--- src/rtl/msi_pq_pkg.sv ---
package msi_pq_pkg;

    // Controller sequencing
    typedef enum logic [2:0] {
        ST_IDLE,
        ST_FETCH,
        ST_WAIT,
        ST_WRITE,
        ST_DELIVER
    } pq_state_e;

    // Outcome of the pending/queued decision
    typedef enum logic [1:0] {
        ACT_DROP,
        ACT_SET_Q,
        ACT_SET_P
    } pq_action_e;

    // Entry field positions (64-bit big-endian word)
    localparam int SRV_HI       = 63;
    localparam int SRV_FIELD_W  = 16;
    localparam int LINK_W       = 2;
    localparam int SRV_W        = SRV_FIELD_W - LINK_W;
    localparam int GEN_BIT      = 25;
    localparam int P_BIT        = 24;
    localparam int Q_BIT        = 16;
    localparam int PRIO_W       = 8;

    // Byte offsets inside an entry for the state writes
    localparam int P_BYTE_OFS   = 4;
    localparam int Q_BYTE_OFS   = 5;

    localparam logic [PRIO_W-1:0] PRIO_MASKED = 8'hFF;

endpackage

--- src/rtl/msi_entry_addr.sv ---
module msi_entry_addr #(
    parameter int ADDR_W = 32,
    parameter int SRC_W  = 12
) (
    input  logic [ADDR_W-1:0] tbl_base,
    input  logic              tbl_en,
    input  logic [SRC_W:0]    tbl_len,
    input  logic              wide_sel,
    input  logic [SRC_W-1:0]  src,
    output logic [ADDR_W-1:0] entry_addr,
    output logic              in_range
);
    localparam int NARROW_LG = 4;   // 16-byte entries
    localparam int WIDE_LG   = 7;   // 128-byte entries

    logic [ADDR_W-1:0] src_ext;
    logic [ADDR_W-1:0] stride_ofs;

    assign src_ext    = ADDR_W'(src);
    assign stride_ofs = wide_sel ? (src_ext << WIDE_LG) : (src_ext << NARROW_LG);
    assign entry_addr = tbl_base + stride_ofs;
    assign in_range   = tbl_en && ({1'b0, src} < tbl_len);

endmodule

--- src/rtl/msi_pq_decide.sv ---
module msi_pq_decide
    import msi_pq_pkg::*;
(
    input  logic [63:0]       entry,
    input  logic              force_send,
    output pq_action_e        action,
    output logic [SRV_W-1:0]  server,
    output logic [PRIO_W-1:0] prio,
    output logic              gen
);
    logic [SRV_FIELD_W-1:0] srv_field;
    logic [1:0]             pq;
    logic                   masked;
    logic                   unused_entry_bits;

    assign srv_field = entry[SRV_HI -: SRV_FIELD_W];
    assign server    = srv_field[SRV_FIELD_W-1:LINK_W];     // drop link pointer
    assign prio      = entry[PRIO_W-1:0];
    assign gen       = entry[GEN_BIT];
    assign masked    = (prio == PRIO_MASKED);
    assign pq        = force_send ? 2'b00 : {entry[P_BIT], entry[Q_BIT]};

    always_comb begin
        unique case (pq)
            2'b00:   action = masked ? ACT_SET_Q : ACT_SET_P;
            2'b10:   action = ACT_SET_Q;
            default: action = ACT_DROP;
        endcase
    end

    assign unused_entry_bits = ^{srv_field[LINK_W-1:0], entry[47:26],
                                 entry[23:17], entry[15:8]};

endmodule

--- src/rtl/msi_pq_ctrl.sv ---
module msi_pq_ctrl
    import msi_pq_pkg::*;
#(
    parameter int ADDR_W = 32,
    parameter int SRC_W  = 12,
    parameter int IRQ_W  = 20
) (
    input  logic              clk,
    input  logic              rst_n,
    input  logic              trig_valid,
    input  logic [SRC_W-1:0]  trig_src,
    input  logic              trig_force,
    output logic              busy,
    input  logic [ADDR_W-1:0] cfg_tbl_base,
    input  logic              cfg_tbl_en,
    input  logic [SRC_W:0]    cfg_tbl_len,
    input  logic              cfg_wide_entry,
    input  logic [IRQ_W-1:0]  cfg_irq_base,
    output logic              mem_req_valid,
    input  logic              mem_req_ready,
    output logic              mem_req_write,
    output logic [ADDR_W-1:0] mem_req_addr,
    output logic [7:0]        mem_req_wdata,
    input  logic              mem_rsp_valid,
    input  logic              mem_rsp_err,
    input  logic [63:0]       mem_rsp_data,
    output logic              dlv_valid,
    output logic [SRV_W-1:0]  dlv_server,
    output logic [PRIO_W-1:0] dlv_prio,
    output logic [IRQ_W-1:0]  dlv_irq
);
    pq_state_e         state, state_nx;

    logic [SRC_W-1:0]  src_q;
    logic              force_q;
    logic [ADDR_W-1:0] addr_q;
    pq_action_e        act_q;
    logic [SRV_W-1:0]  srv_q;
    logic [PRIO_W-1:0] prio_q;
    logic              gen_q;

    logic [ADDR_W-1:0] ent_addr;
    logic              ent_ok;
    pq_action_e        dec_act;
    logic [SRV_W-1:0]  dec_srv;
    logic [PRIO_W-1:0] dec_prio;
    logic              dec_gen;

    logic              accept;
    logic              rsp_ok;

    msi_entry_addr #(.ADDR_W(ADDR_W), .SRC_W(SRC_W)) u_addr (
        .tbl_base   (cfg_tbl_base),
        .tbl_en     (cfg_tbl_en),
        .tbl_len    (cfg_tbl_len),
        .wide_sel   (cfg_wide_entry),
        .src        (trig_src),
        .entry_addr (ent_addr),
        .in_range   (ent_ok)
    );

    msi_pq_decide u_decide (
        .entry      (mem_rsp_data),
        .force_send (force_q),
        .action     (dec_act),
        .server     (dec_srv),
        .prio       (dec_prio),
        .gen        (dec_gen)
    );

    assign accept = (state == ST_IDLE) && trig_valid && ent_ok;
    assign rsp_ok = (state == ST_WAIT) && mem_rsp_valid && !mem_rsp_err;

    // State register
    always_ff @(posedge clk or negedge rst_n) begin
        if (!rst_n) state <= ST_IDLE;
        else        state <= state_nx;
    end

    // Transitions
    always_comb begin
        state_nx = state;
        unique case (state)
            ST_IDLE:    if (accept) state_nx = ST_FETCH;                   // T_ACCEPT
            ST_FETCH:   if (mem_req_ready) state_nx = ST_WAIT;            // T_READ_TAKEN
            ST_WAIT: begin
                if (mem_rsp_valid) begin
                    if (mem_rsp_err)             state_nx = ST_IDLE;      // T_ABORT R9
                    else if (dec_act == ACT_DROP) state_nx = ST_IDLE;     // T_DROP R7
                    else                         state_nx = ST_WRITE;     // T_UPDATE
                end
            end
            ST_WRITE: begin
                if (mem_req_ready)
                    state_nx = (act_q == ACT_SET_P) ? ST_DELIVER : ST_IDLE; // T_SEND / T_DONE
            end
            ST_DELIVER: state_nx = ST_IDLE;                               // T_DONE
            default:    state_nx = ST_IDLE;
        endcase
    end

    // Operation context
    always_ff @(posedge clk or negedge rst_n) begin
        if (!rst_n) begin
            src_q   <= '0;
            force_q <= 1'b0;
            addr_q  <= '0;
            act_q   <= ACT_DROP;
            srv_q   <= '0;
            prio_q  <= '0;
            gen_q   <= 1'b0;
        end else begin
            if (accept) begin
                src_q   <= trig_src;
                force_q <= trig_force;
                addr_q  <= ent_addr;
            end
            if (rsp_ok) begin
                act_q  <= dec_act;
                srv_q  <= dec_srv;
                prio_q <= dec_prio;
                gen_q  <= dec_gen;
            end
        end
    end

    // Outputs
    always_comb begin
        busy          = (state != ST_IDLE);
        mem_req_valid = (state == ST_FETCH) || (state == ST_WRITE);
        mem_req_write = (state == ST_WRITE);
        mem_req_addr  = addr_q;
        mem_req_wdata = 8'h01;
        if (state == ST_WRITE) begin
            if (act_q == ACT_SET_P) begin
                mem_req_addr  = addr_q + ADDR_W'(P_BYTE_OFS);
                mem_req_wdata = {6'b0, gen_q, 1'b1};
            end else begin
                mem_req_addr  = addr_q + ADDR_W'(Q_BYTE_OFS);
            end
        end
        dlv_valid  = (state == ST_DELIVER);
        dlv_server = srv_q;
        dlv_prio   = prio_q;
        dlv_irq    = cfg_irq_base + IRQ_W'(src_q);
    end

    // Assertions
    AST_REQ_HELD: assert property (@(posedge clk) disable iff (!rst_n)
        (mem_req_valid && !mem_req_ready) |=>
            (mem_req_valid && $stable(mem_req_addr) && $stable(mem_req_write)));
    AST_NO_REQ_IN_WAIT: assert property (@(posedge clk) disable iff (!rst_n)
        (state == ST_WAIT) |-> !mem_req_valid);
    AST_DLV_ONE_CYCLE: assert property (@(posedge clk) disable iff (!rst_n)
        dlv_valid |=> !dlv_valid);
    AST_DLV_UNMASKED: assert property (@(posedge clk) disable iff (!rst_n)
        dlv_valid |-> (dlv_prio != PRIO_MASKED));
    AST_HOLDOFF: assert property (@(posedge clk) disable iff (!rst_n)
        busy |=> $stable(src_q));
    AST_Q_SET_DROPS: assert property (@(posedge clk) disable iff (!rst_n)
        (state == ST_WAIT && mem_rsp_valid && !force_q && mem_rsp_data[Q_BIT])
            |=> (state == ST_IDLE));
    AST_ERR_ABORT: assert property (@(posedge clk) disable iff (!rst_n)
        (state == ST_WAIT && mem_rsp_valid && mem_rsp_err)
            |=> (state == ST_IDLE && !mem_req_valid));
    AST_DISABLED_IDLE: assert property (@(posedge clk) disable iff (!rst_n)
        (state == ST_IDLE && !cfg_tbl_en) |=> !mem_req_valid);

endmodule

--- config.mk ---
export PLATFORM = sky130hd
export DESIGN_NAME = msi_pq_ctrl
export DESIGN_NICKNAME = d
export VERILOG_FILES = /design/src/rtl/msi_pq_pkg.sv /design/src/rtl/msi_entry_addr.sv /design/src/rtl/msi_pq_decide.sv /design/src/rtl/msi_pq_ctrl.sv
export SDC_FILE = /design/constraint.sdc
export NUM_CORES = 1
export LEC_CHECK = 0
export BUFFER_PORTS_ARGS = -buffer_cell sky130_fd_sc_hd__buf_2
export CAP_MARGIN = 20
export CELL_PAD_IN_SITES_DETAIL_PLACEMENT = 1
export CELL_PAD_IN_SITES_GLOBAL_PLACEMENT = 1
export CORE_MARGIN = 2
export CORE_UTILIZATION = 26
export CTS_BUF_LIST = sky130_fd_sc_hd__clkbuf_16
export DETAILED_ROUTE_END_ITERATION = 16
export HOLD_SLACK_MARGIN = 0.08
export PLACE_DENSITY_LB_ADDON = 0.1
export SYNTH_ARGS = -nofsm -noshare
export SYNTH_HDL_FRONTEND = slang
export SYNTH_SLANG_ARGS = --single-unit
--- constraint.sdc ---
create_clock -name clk -period 3.05 [get_ports clk]
set_clock_uncertainty 0.2 [all_clocks]
set_input_delay 0.4575 -clock clk [delete_from_list [all_inputs] [get_ports clk]]
set_output_delay 0.4575 -clock clk [all_outputs]
set_load 0.02 [all_outputs]
==> impl_metrics.json <==
{
  "synth.most_common_cell": "nand2_1",
  "tightest_slew_ps": 989,
  "clk_latency_ps": 340,
  "htree_num_levels": 3,
  "final_util_pct": 36.5,
  "ys_warn_count": 0,
  "synth.avg_cell_area_sq_um": 8.70,
  "cts_buffers": 9,
  "detail-route-antenna-nets": 0,
  "setup_slack_ps": -152,
  "viasPerCell": 4.82,
  "p_per_area_nw_per_um2": 874,
  "synth_ff_type": "dfrtp_1",
  "syn_inst": 664,
  "postSynth.asyncResetShare_pct": 100,
  "hold_violations": 0,
  "place_area_sq_um": 7260,
  "p_sw_mw": 3.18,
  "core_sq_um": 21800,
  "status": "finished with violations",
  "startpoint": "src_q[0]",
  "grt_pass1_wl_um": 32000,
  "hpwl_um": 15900,
  "drive_gt1_share_pct": 39.1,
  "p_seq_share_pct": 27.2,
  "drv_cap": 0,
  "yosysTopAreaCell": "dfrtp_1",
  "power_frac_clock_pct": 16.1,
  "slew_violations": 0,
  "ys_seq_area_share_pct": 31.6,
  "hold_path_class": "input port to async pin",
  "cp-start-kind": "register",
  "vias": 5683,
  "worstPathArrival_ps": 2540,
  "dieArea_sq_um": 23400,
  "worstSetupPathType": "register to output pin",
  "routed_wl_um": 19800,
  "path_clk_slew_ps": 60,
  "num-nets-final": 1086,
  "synth_cell_types": 65,
  "die_h_um": 153,
  "clockRootBuffer": "clkbuf_16",
  "ys_top_cells_by_area": "dfrtp_1, ha_1, nand2_1",
  "grt_pass1_vias": 5995,
  "synth_area_sq_um": 5780,
  "leakagePower_nw": 3.81,
  "drc_errors": 0,
  "synth_edf_count": 0,
  "netSwitchingFraction_pct": 45.7,
  "cp-endpoint": "dlv_irq[16]",
  "grt_setup_unrepaired": "true",
  "port_buffers": 189,
  "finalWeightedCongestion": 0.858,
  "wl_per_cell_um": 16.8,
  "r2r_start": "state[2]",
  "diodes": 0,
  "required_ps": 2390,
  "cp-end-kind": "output pin",
  "area_growth_pct": 37.8,
  "ir_worst_vdd_mv": 0.274,
  "r2r_setup_slack_ps": 890,
  "first_iter_violations": 149,
  "ys_top_cells_by_count": "nand2_1, dfrtp_1, a21oi_1, ha_1, xnor2_1",
  "crit_fanout": 6,
  "reg2reg_to": "addr_q[18]",
  "p_int_mw": 3.78,
  "rows": 54,
  "stdcell_area_sq_um": 7960,
  "drtPass1Iterations": 6,
  "failed_checks": "setup timing",
  "max_freq_mhz": 312,
  "antenna_found_initial": 0,
  "synth-seq-cells": 73,
  "die_x_um": 153,
  "holdBufCountCts": 0,
  "initial_utilization_pct": 26.5,
  "cts_tree": "built",
  "cts.path.max_buffers": 2,
  "fin_crit_ps": 3200,
  "grt_overflow_total": 0,
  "synth.top_cell.area_share_pct": 31.6,
  "min_period_over_period_pct": 105,
  "grt_start_max_net_pins": 74,
  "combPwrFrac_pct": 56.8,
  "grt_usage_pct": 16.9,
  "reg2reg_depth": 8,
  "cts.sinks": 73,
  "io_pins": 236,
  "max_slew_margin_pct": 34.1,
  "setup_viol": 9
}
power groups by stage:
stage | Combinational, mW | Clock [mW] | Sequential [mW]
floorplan | 2.16 | 0 | 1.97
global placement | 3.52 | 0 | 1.86
detailed placement | 3.59 | 0 | 1.89
CTS | 3.86 | 1.15 | 1.89
global route | 4.31 | 1.20 | 1.98
finish | 3.95 | 1.12 | 1.89
critical path, stage by stage (launching register included):
cell and delay (ps):
dfrtp_1 420, ha_4 170, fa_2 200, a21o_1 130
a21oi_2 60, o21a_1 200, o21a_1 220, buf_6 130
or4b_4 470, nand3_2 80, buf_6 110
state kept, by name (all words and copies together) (netlist names):
register	cells
act_q	2
state	3
src_q	12
dlv_server	14
dlv_prio	8
addr_q	32
gen_q	1
force_q	1
metrics by stage:
stage	power, mW	setup WS, ps	hold WS, ps	setup TNS (ps)	std cells
after floorplan	4.13	52.7	-38.1	0	669
after global placement	5.38	-117	272	-646	1149
after detailed placement	5.48	-178	274	-1250	1149
after global routing	7.49	-253	114	-1850	1178
final	6.96	-152	71.7	-900	1178
after CTS	6.90	-191	88.9	-1340	1172
cells in the final DEF (no fill, tap or decap), types with 5 or more instances in the layout:
cell type,instances
nor2_1,26
ha_4,6
a21o_1,10
mux2_2,33
o211ai_1,9
nor3_1,5
o21ai_1,19
buf_2,173
o21a_1,6
nor2b_1,6
a211oi_1,5
and3_1,8
clkbuf_16,9
xor2_1,30
a21oi_2,7
ha_1,35
nand2b_1,6
nand3_1,19
buf_4,62
nand4_1,13
inv_1,17
nand2_1,123
and2_1,6
a21oi_1,34
dfrtp_2,5
o21ai_0,28
dfrtp_1,68
conb_1,7
xnor2_1,37
metal layers:
layer	vias up	part of all wire, %	track usage (%)	wire length (um)
met5	-	0	0	0
met4	0	1.6	5.20	321
met3	22	4.2	2.27	826
met2	135	49	29.1	9720
met1	2734	45	22.1	8940
li1	2792	-	-	-
worst min-delay path by stage:
stage	endpoint	start	cells past startpoint	slack (ps)
CTS	addr_q[0]	cfg_tbl_base[0]	3	90
global route	addr_q[0]	cfg_tbl_base[0]	3	110
finish	addr_q[26]	rst_n	1	70
global placement	addr_q[30]	addr_q[30]	2	270
floorplan	act_q[0]	rst_n	0	-40
detailed placement	src_q[3]	src_q[3]	2	270
cells by family after synthesis:
kind of cell    share of synthesized area [%]
buf+inv                                  3.72
other cells                             0.130
mux                                      6.43
simple gates                             22.0
xor+xnor                                 10.5
compound gates                           16.1
flops                                    31.6
fa+ha+maj                                9.57
area by class of cell:
class,instances,area [sq um]
Clock buffer,9,225
Clock inverter,7,83.8
Fill cell,2621,13900
Inverter,20,80.1
Multi-Input combinational cell,549,3990
Sequential cell,73,1830
Tap cell,280,350
Timing Repair Buffer,240,1400
what timing repair did:
| action | in CTS | in global routing |
|---|---|---|
| pin swaps | 24 | 23 |
| cloned | 0 | 0 |
| gates resized for setup | 44 | 27 |
| endpoints found under the setup margin | 16 | 31 |
| buffers inserted | 7 | 7 |
No activity file was read; power rests on OpenSTA's default activity.
